### config.mk
export PLATFORM = sky130hd
export DESIGN_NAME = swl_master
export DESIGN_NICKNAME = d
export VERILOG_FILES = /design/src/rtl/swl_pkg.sv /design/src/rtl/swl_tick.sv /design/src/rtl/swl_sync.sv /design/src/rtl/swl_seq.sv /design/src/rtl/swl_master.sv
export SDC_FILE = /design/constraint.sdc
export NUM_CORES = 1
export LEC_CHECK = 0
export BUFFER_PORTS_ARGS = -buffer_cell sky130_fd_sc_hd__buf_2
export CAP_MARGIN = 40
export CORE_UTILIZATION = 30
export CTS_CLUSTER_SIZE = 8
export DETAILED_ROUTE_END_ITERATION = 16
export PLACE_DENSITY_LB_ADDON = 0.12
export REMOVE_ABC_BUFFERS = 1
export SETUP_SLACK_MARGIN = 0.1
export SYNTH_ARGS = -nofsm -noshare
export SYNTH_HDL_FRONTEND = slang
export SYNTH_SLANG_ARGS = --single-unit
### constraint.sdc
create_clock -name clk -period 5.8 [get_ports clk]
set_input_delay 0.29 -clock clk [delete_from_list [all_inputs] [get_ports clk]]
set_output_delay 0.29 -clock clk [all_outputs]
set_load 0.01 [all_outputs]
### src/rtl/swl_pkg.sv
package swl_pkg;

    localparam int SWL_US_W = 12;

    typedef enum logic [1:0] {
        OP_RESET = 2'd0,
        OP_WR0   = 2'd1,
        OP_WR1   = 2'd2,
        OP_READ  = 2'd3
    } swl_op_e;

    typedef struct packed {
        logic                busy;
        swl_op_e             op;
        logic [SWL_US_W-1:0] us;
        logic                drive;
        logic                result;
        logic                done;
    } swl_seq_s;

endpackage

### src/rtl/swl_tick.sv
module swl_tick #(
    parameter int DIV = 50
) (
    input  logic clk,
    input  logic rst_n,
    input  logic clr,
    input  logic en,
    output logic tick
);
    localparam int CW = (DIV > 1) ? $clog2(DIV) : 1;
    localparam logic [CW-1:0] LAST = CW'(DIV - 1);

    logic [CW-1:0] cnt_d, cnt_q;

    always_comb begin
        tick  = en && (cnt_q == LAST);
        cnt_d = cnt_q;
        if (clr) begin
            cnt_d = '0;
        end else if (en) begin
            cnt_d = tick ? '0 : cnt_q + 1'b1;
        end
    end

    always_ff @(posedge clk) begin
        if (!rst_n) cnt_q <= '0;
        else        cnt_q <= cnt_d;
    end
endmodule

### src/rtl/swl_sync.sv
module swl_sync #(
    parameter int STAGES = 2
) (
    input  logic clk,
    input  logic rst_n,
    input  logic din,
    output logic dout
);
    logic [STAGES-1:0] sh_d, sh_q;

    generate
        if (STAGES == 1) begin : g_one
            always_comb sh_d = din;
        end else begin : g_many
            always_comb sh_d = {sh_q[STAGES-2:0], din};
        end
    endgenerate

    always_ff @(posedge clk) begin
        if (!rst_n) sh_q <= '1;
        else        sh_q <= sh_d;
    end

    assign dout = sh_q[STAGES-1];
endmodule

### src/rtl/swl_seq.sv
module swl_seq
    import swl_pkg::*;
#(
    parameter int RST_LOW_US   = 490,
    parameter int RST_REL_US   = 490,
    parameter int PRES_US      = 70,
    parameter int SLOT_US      = 60,
    parameter int SHORT_LOW_US = 6,
    parameter int RD_SAMPLE_US = 15,
    parameter int REC_US       = 2
) (
    input  logic       clk,
    input  logic       rst_n,
    input  logic       tick,
    input  logic       cmd_valid,
    input  logic [1:0] cmd_op,
    input  logic       line_s,
    output logic       accept,
    output logic       busy,
    output logic       done,
    output logic       result,
    output logic       drive_low,
    output logic [1:0] cur_op
);
    localparam int UW = SWL_US_W;
    localparam logic [UW-1:0] T_RST_LOW  = UW'(RST_LOW_US);
    localparam logic [UW-1:0] T_RST_SAMP = UW'(RST_LOW_US + PRES_US);
    localparam logic [UW-1:0] T_RST_END  = UW'(RST_LOW_US + RST_REL_US);
    localparam logic [UW-1:0] T_SLOT_LOW = UW'(SLOT_US);
    localparam logic [UW-1:0] T_SHORT    = UW'(SHORT_LOW_US);
    localparam logic [UW-1:0] T_RD_SAMP  = UW'(RD_SAMPLE_US);
    localparam logic [UW-1:0] T_SLOT_END = UW'(SLOT_US + REC_US);

    swl_seq_s q, d;
    logic [UW-1:0] low_len, samp_at, end_at;
    logic          samp_en;
    logic [UW-1:0] us_inc;

    always_comb begin
        low_len = T_SHORT;
        samp_at = T_RD_SAMP;
        end_at  = T_SLOT_END;
        samp_en = 1'b0;
        unique case (q.op)
            OP_RESET: begin
                low_len = T_RST_LOW;
                samp_at = T_RST_SAMP;
                end_at  = T_RST_END;
                samp_en = 1'b1;
            end
            OP_WR0:  low_len = T_SLOT_LOW;
            OP_WR1:  low_len = T_SHORT;
            OP_READ: samp_en = 1'b1;
            default: ;
        endcase
    end

    assign accept = cmd_valid && !q.busy;
    assign us_inc = q.us + 1'b1;

    always_comb begin
        d      = q;
        d.done = 1'b0;
        if (accept) begin
            d.busy   = 1'b1;
            d.op     = swl_op_e'(cmd_op);
            d.us     = '0;
            d.drive  = 1'b1;
            d.result = 1'b0;
        end else if (q.busy && tick) begin
            d.us = us_inc;
            if (us_inc >= low_len) d.drive = 1'b0;
            if (samp_en && us_inc == samp_at) begin
                d.result = (q.op == OP_RESET) ? !line_s : line_s;
            end
            if (us_inc == end_at) begin
                d.busy  = 1'b0;
                d.done  = 1'b1;
                d.drive = 1'b0;
            end
        end
    end

    always_ff @(posedge clk) begin
        if (!rst_n) begin
            q.busy   <= 1'b0;
            q.op     <= OP_RESET;
            q.us     <= '0;
            q.drive  <= 1'b0;
            q.result <= 1'b0;
            q.done   <= 1'b0;
        end else begin
            q <= d;
        end
    end

    assign busy      = q.busy;
    assign done      = q.done;
    assign result    = q.result;
    assign drive_low = q.drive;
    assign cur_op    = q.op;
endmodule

### src/rtl/swl_master.sv
module swl_master #(
    parameter int CLK_PER_US   = 50,
    parameter int RST_LOW_US   = 490,
    parameter int RST_REL_US   = 490,
    parameter int PRES_US      = 70,
    parameter int SLOT_US      = 60,
    parameter int SHORT_LOW_US = 6,
    parameter int RD_SAMPLE_US = 15,
    parameter int REC_US       = 2,
    parameter int SYNC_STAGES  = 2
) (
    input  logic       clk,
    input  logic       rst_n,
    input  logic       cmd_valid,
    input  logic [1:0] cmd_op,
    output logic       busy,
    output logic       done,
    output logic       result,
    output logic       line_drive_low,
    input  logic       line_in
);
    logic       tick;
    logic       accept;
    logic       line_s;
    logic [1:0] cur_op;

    swl_sync #(.STAGES(SYNC_STAGES)) u_sync (
        .clk  (clk),
        .rst_n(rst_n),
        .din  (line_in),
        .dout (line_s)
    );

    swl_tick #(.DIV(CLK_PER_US)) u_tick (
        .clk  (clk),
        .rst_n(rst_n),
        .clr  (accept),
        .en   (busy),
        .tick (tick)
    );

    swl_seq #(
        .RST_LOW_US  (RST_LOW_US),
        .RST_REL_US  (RST_REL_US),
        .PRES_US     (PRES_US),
        .SLOT_US     (SLOT_US),
        .SHORT_LOW_US(SHORT_LOW_US),
        .RD_SAMPLE_US(RD_SAMPLE_US),
        .REC_US      (REC_US)
    ) u_seq (
        .clk      (clk),
        .rst_n    (rst_n),
        .tick     (tick),
        .cmd_valid(cmd_valid),
        .cmd_op   (cmd_op),
        .line_s   (line_s),
        .accept   (accept),
        .busy     (busy),
        .done     (done),
        .result   (result),
        .drive_low(line_drive_low),
        .cur_op   (cur_op)
    );
endmodule

Yosys cells after proc, flatten, opt, wreduce, memory -nomap -nowiden
Cells that the tools add are included.
{ "word_totals": {"reg_bits": 26, "in_bits": 6, "out_inout_bits": 4, "elab_cells": 49} }
{ "classes": {"addsub": 2, "order_cmp": 1, "n_eq_ne": 5, "mux": 15, "n_bitwise": 2, "n_reduce_logical": 16} }
{ "op_table": {"columns": ["op", "count"], "rows": [
  ["== test 12 x 10 -> 1 bit", 2],
  ["two-way mux 10 bit", 2],
  ["one-hot mux 9 bit (2 select lines)", 1],
  ["adder 12 x 1 -> 12 bit (second input constant)", 1],
  [">= comparator 12 x 9 -> 1 bit", 1],
  ["two-way mux 1 bit", 9],
  ["adder 6 x 1 -> 6 bit (second input constant)", 1],
  ["== test 6 bit (second input constant)", 1],
  ["two-way mux 6 bit", 1],
  ["AND reduction 2 bit", 3],
  ["logical AND 1 bit", 4],
  ["nonzero test 2 bit", 2],
  ["OR reduction 2 bit", 2],
  ["two-way mux 3 bit", 1],
  ["nonzero test 3 bit", 1],
  ["OR reduction 3 bit", 1],
  ["== test 2 x 1 -> 1 bit (second input constant)", 1],
  ["== test 2 bit (second input constant)", 1],
  ["logical NOT 1 bit", 2],
  ["logical NOT 2 bit", 1],
  ["two-way mux 2 bit", 1],
  ["NOT 1 bit", 2]
]} }

Depth between registers and ports, before layout
{ "depth": {"depth_word": 7, "ltp_mapped": 11} }

Modules after synthesis
A second synthesis with hierarchy kept.
{ "unflattened": {"cells_unflattened": 200, "area_unflattened_um2": 1765.4} }
{ "modules_own_cells": {"columns": ["module", "n_inst", "cells_each", "area_each_um2", "seq_area_each_um2"], "rows": [
  ["swl_seq", 1, 165, 1402.6, 360.3],
  ["swl_tick", 1, 31, 310.3, 120.1],
  ["swl_sync", 1, 4, 52.6, 40.0]
]} }

Least setup slack after synthesis
No wires, ideal clock.
{ "synth_timing": {"path_kind": "reg-to-reg", "from": "reg u_seq.q[3] (netlist name)", "to": "reg u_seq.q, in the netlist u_seq.drive_low", "arrival_ns": 1.985, "t_required_ns": 5.682, "setup_slack_ns": 3.697, "stages_incl_launch_ff": 12, "n_path_buf": 0, "path_cell_list": "dfxtp_1 > ha_1 > nand2_1 > nor2_1 > xor2_1 > ha_1 > and3_1 > nand4_1 > nor3_1 > nand3b_1 > nand3_1 > a21boi_1"} }
{ "synth_via": {"elab_chain_cells": 5} }
{ "synth_lines": {"columns": ["item", "line", "text"], "rows": [
  ["start: declaration", "swl_seq.sv:34", "swl_seq_s q, d;"],
  ["adder 12 x 1 -> 12 bit (*)", "swl_seq.sv:59", "assign us_inc = q.us + 1'b1;"],
  ["via u_seq.us_inc[6]", "swl_seq.sv:37", "logic [UW-1:0] us_inc;"],
  ["parallel branches: the longest is 4 deep, another holds >= comparator 12 x 9 -> 1 bit", null, null]
]} }
Mark *: on every way through the listed nets, which the timed path passes. The select of a mux whose other input is x is not followed.
A chain may end at the register's enable or synchronous reset.

Final worst setup path
Same ends and word-level chain as after synthesis.

==> metrics.txt <==
# fillers=531; total track usage=13.53%; # diodes=0; clock sinks=26; Worst Setup SP=u_seq.q[3]; MaxCap Viol Count=0; final hold viol count=0; die width=74.18 um; WL final=3311 um; Placer Congestion=0.8522; TritonCTS clock tree=built; worst slew pin tran=691.6 ps; Die Y=74.18 um; LEAKAGE=0.6804 nW; post-CTS setup buffers=0; grt total ovfl=0; hold path depth=2; reg2reg setup slack=3390 ps; Hold Path Class=in -> reg; FF+latch count, synth=26; Reg area=520.5 um2; Crit Path Class=reg -> reg; Multi-input gate area=989.7 um2; area leader, netlist=dfxtp_1; Final Max Slew Viols=0; Yosys warnings=0; vias in the first global route=1,203; Setup crit start kind=flop; Final nets=215; Rows=25; Clock Latency Late Sink=270 ps; CTS Hold Bufs=0; # setup viols final=0; CTS root buf=clkbuf_8; run status=complete, no violations; Vias/cell=4.871; Worst Skew=6.337 ps; antenna-violating nets left=0; Post-Syn Area=1563 um2; CP Capture Type=flop; Crit Reg-Reg Endpoint=u_seq.drive_low; Die ar.=5502 um2; initial antenna violation count=0; worst relative slew slack=53.89%; Setup WS pre-CTS=3401 ps; worst reg2reg path depth=11; first-pass GRT wire length=5658 um; RSZ-0062 raised after global routing=no; min cycle time layout=2408 ps; Port Buffers=9; drt drc=0; ys async rst share=0%; deepest level of the CTS H-tree=1; fin util=35.51%; drt initial violations=52; post-synthesis sequential area ratio=33.31%; syn_area_per_cell=8.225 um2; Hold Path End=u_sync.sh_q[0]; maximum VDD drop=0.00009065 V; Worst R2R Start=u_seq.q[3]; top-count cell post-synth=nor2_1; CP Data Arrival Time=2580 ps; dpl hpwl=2519 um; pwr dens=212.8 nW/um2; CTS buffer count=3; layout cells sized above 1=9.184%; top-area cell type share of the netlist area=33.31%; first drt pass iteration count=4; share of the clock period used by the worst path=41.52%; setup ws final=3392 ps; area growth from synthesis to layout=10.89%; Core Area=4880 um2; Post-synth top cells=nor2_1, dfxtp_1, nand2_1, xor2_1, ha_1; crit-path max FO=6; boundary pin count=10; via count=1,281; starting density of the core=32.03%; post_cts resized=0; Worst EP required=5970 ps; Worst Hold Launch=line_in; Max clock buf depth=2; f_max=415.2 MHz; Synth area leaders=dfxtp_1, ha_1, xor2_1; Total Neg Setup Slack=0 ps; Syn Inst Count=190; wire per inst=12.59 um; largest net degree at the start of global routing=18; CTS clk-pin slew, worst paths=90 ps; EDFF count, synth=0; Netlist cell types=38; top_reg_cell synth=dfxtp_1
==> cells in the final DEF (no fill, tap or decap), types with 2 or more instances in the layout <==
cell | Yosys | routed
xor2_1 | 13 | 13
nand4_1 | 5 | 5
nor3_1 | 3 | 3
nand3_1 | 9 | 9
nand3b_1 | 2 | 2
buf_2 | 3 | 9
a21oi_1 | 9 | 9
nand2b_1 | 5 | 5
clkbuf_8 | 0 | 3
inv_1 | 6 | 6
or3_1 | 3 | 3
a21o_1 | 2 | 2
mux2i_1 | 3 | 3
dfxtp_1 | 26 | 26
nor2_1 | 28 | 28
nand2_1 | 20 | 20
o21ai_0 | 4 | 4
and3_1 | 2 | 2
xnor2_1 | 11 | 11
ha_1 | 12 | 12
nor2b_1 | 3 | 3
==> worst max-delay path by stage <==
stage,end,slack (ps)
3_5_place_dp,u_seq.drive_low,3400
3_3_place_gp,u_seq.drive_low,3470
2_1_floorplan,u_seq.drive_low,3690
6_report,u_seq.drive_low,3390
5_1_grt,u_seq.drive_low,3080
4_1_cts,u_seq.drive_low,3380
==> layer usage <==
metal / GRT usage, % / wire [um]
met5: 0 / 0
met4: 4.274 / 22
met3: 2.033 / 84
met2: 21.52 / 1534
met1: 18.78 / 1670
==> power by group <==
part	total (mW)	switching (mW)	internal, mW	leakage (nW)
logic	0.0299	0.0173	0.0125	0.434
clock network	0.154	0.0618	0.0924	0.0357
registers	0.185	0.00315	0.182	0.211
==> layout make-up <==
type	instances	share of cell area [%]
clock buffers	3	2.383
clock inverters	1	1.733
inverters	6	1.300
multi-input cells	151	57.11
flip-flops and latches	26	30.04
well taps	67	4.838
repair buffers	9	2.599
==> flip-flops by register name, indices dropped and copies added, names as in the netlist <==
register,cells
u_seq.done,1
u_tick.cnt_q,6
u_seq.drive_low,1
u_seq.busy,1
u_sync.sh_q,2
u_seq.q,12
u_seq.cur_op,2
u_seq.result,1
==> cells by family after synthesis <==
kind of cell | share of synthesized area [%]
and+or+nand+nor | 29.14
buffers and inverters | 3.362
AOI/OAI and AO/OA | 8.487
DFF | 33.31
adders and majority gates | 9.607
muxes | 2.642
xor gates and xnor gates | 13.45
==> worst max-delay path: stages, from the launching register on <==
cell,delay (ps)
dfxtp_1,510
ha_1,320
nand2_1,110
nor2_1,180
xor2_1,110
ha_1,280
and3_1,200
nand4_1,110
nor3_1,160
nand3b_1,150
nand3_1,110
a21boi_1,50
==> per-stage QoR <==
step	std cells	hold WS [ps]	total power, mW	cell area [um2]
after CTS	263	179.9	0.3773	1733
after global routing	263	198.5	0.3871	1733
after global placement	259	390.9	0.2188	1662
final	263	193.5	0.3687	1733
after floorplan	183	363.0	0.2095	1533
after detailed placement	259	395.9	0.2190	1662
Note: power is estimated with default switching activity, not from simulation.
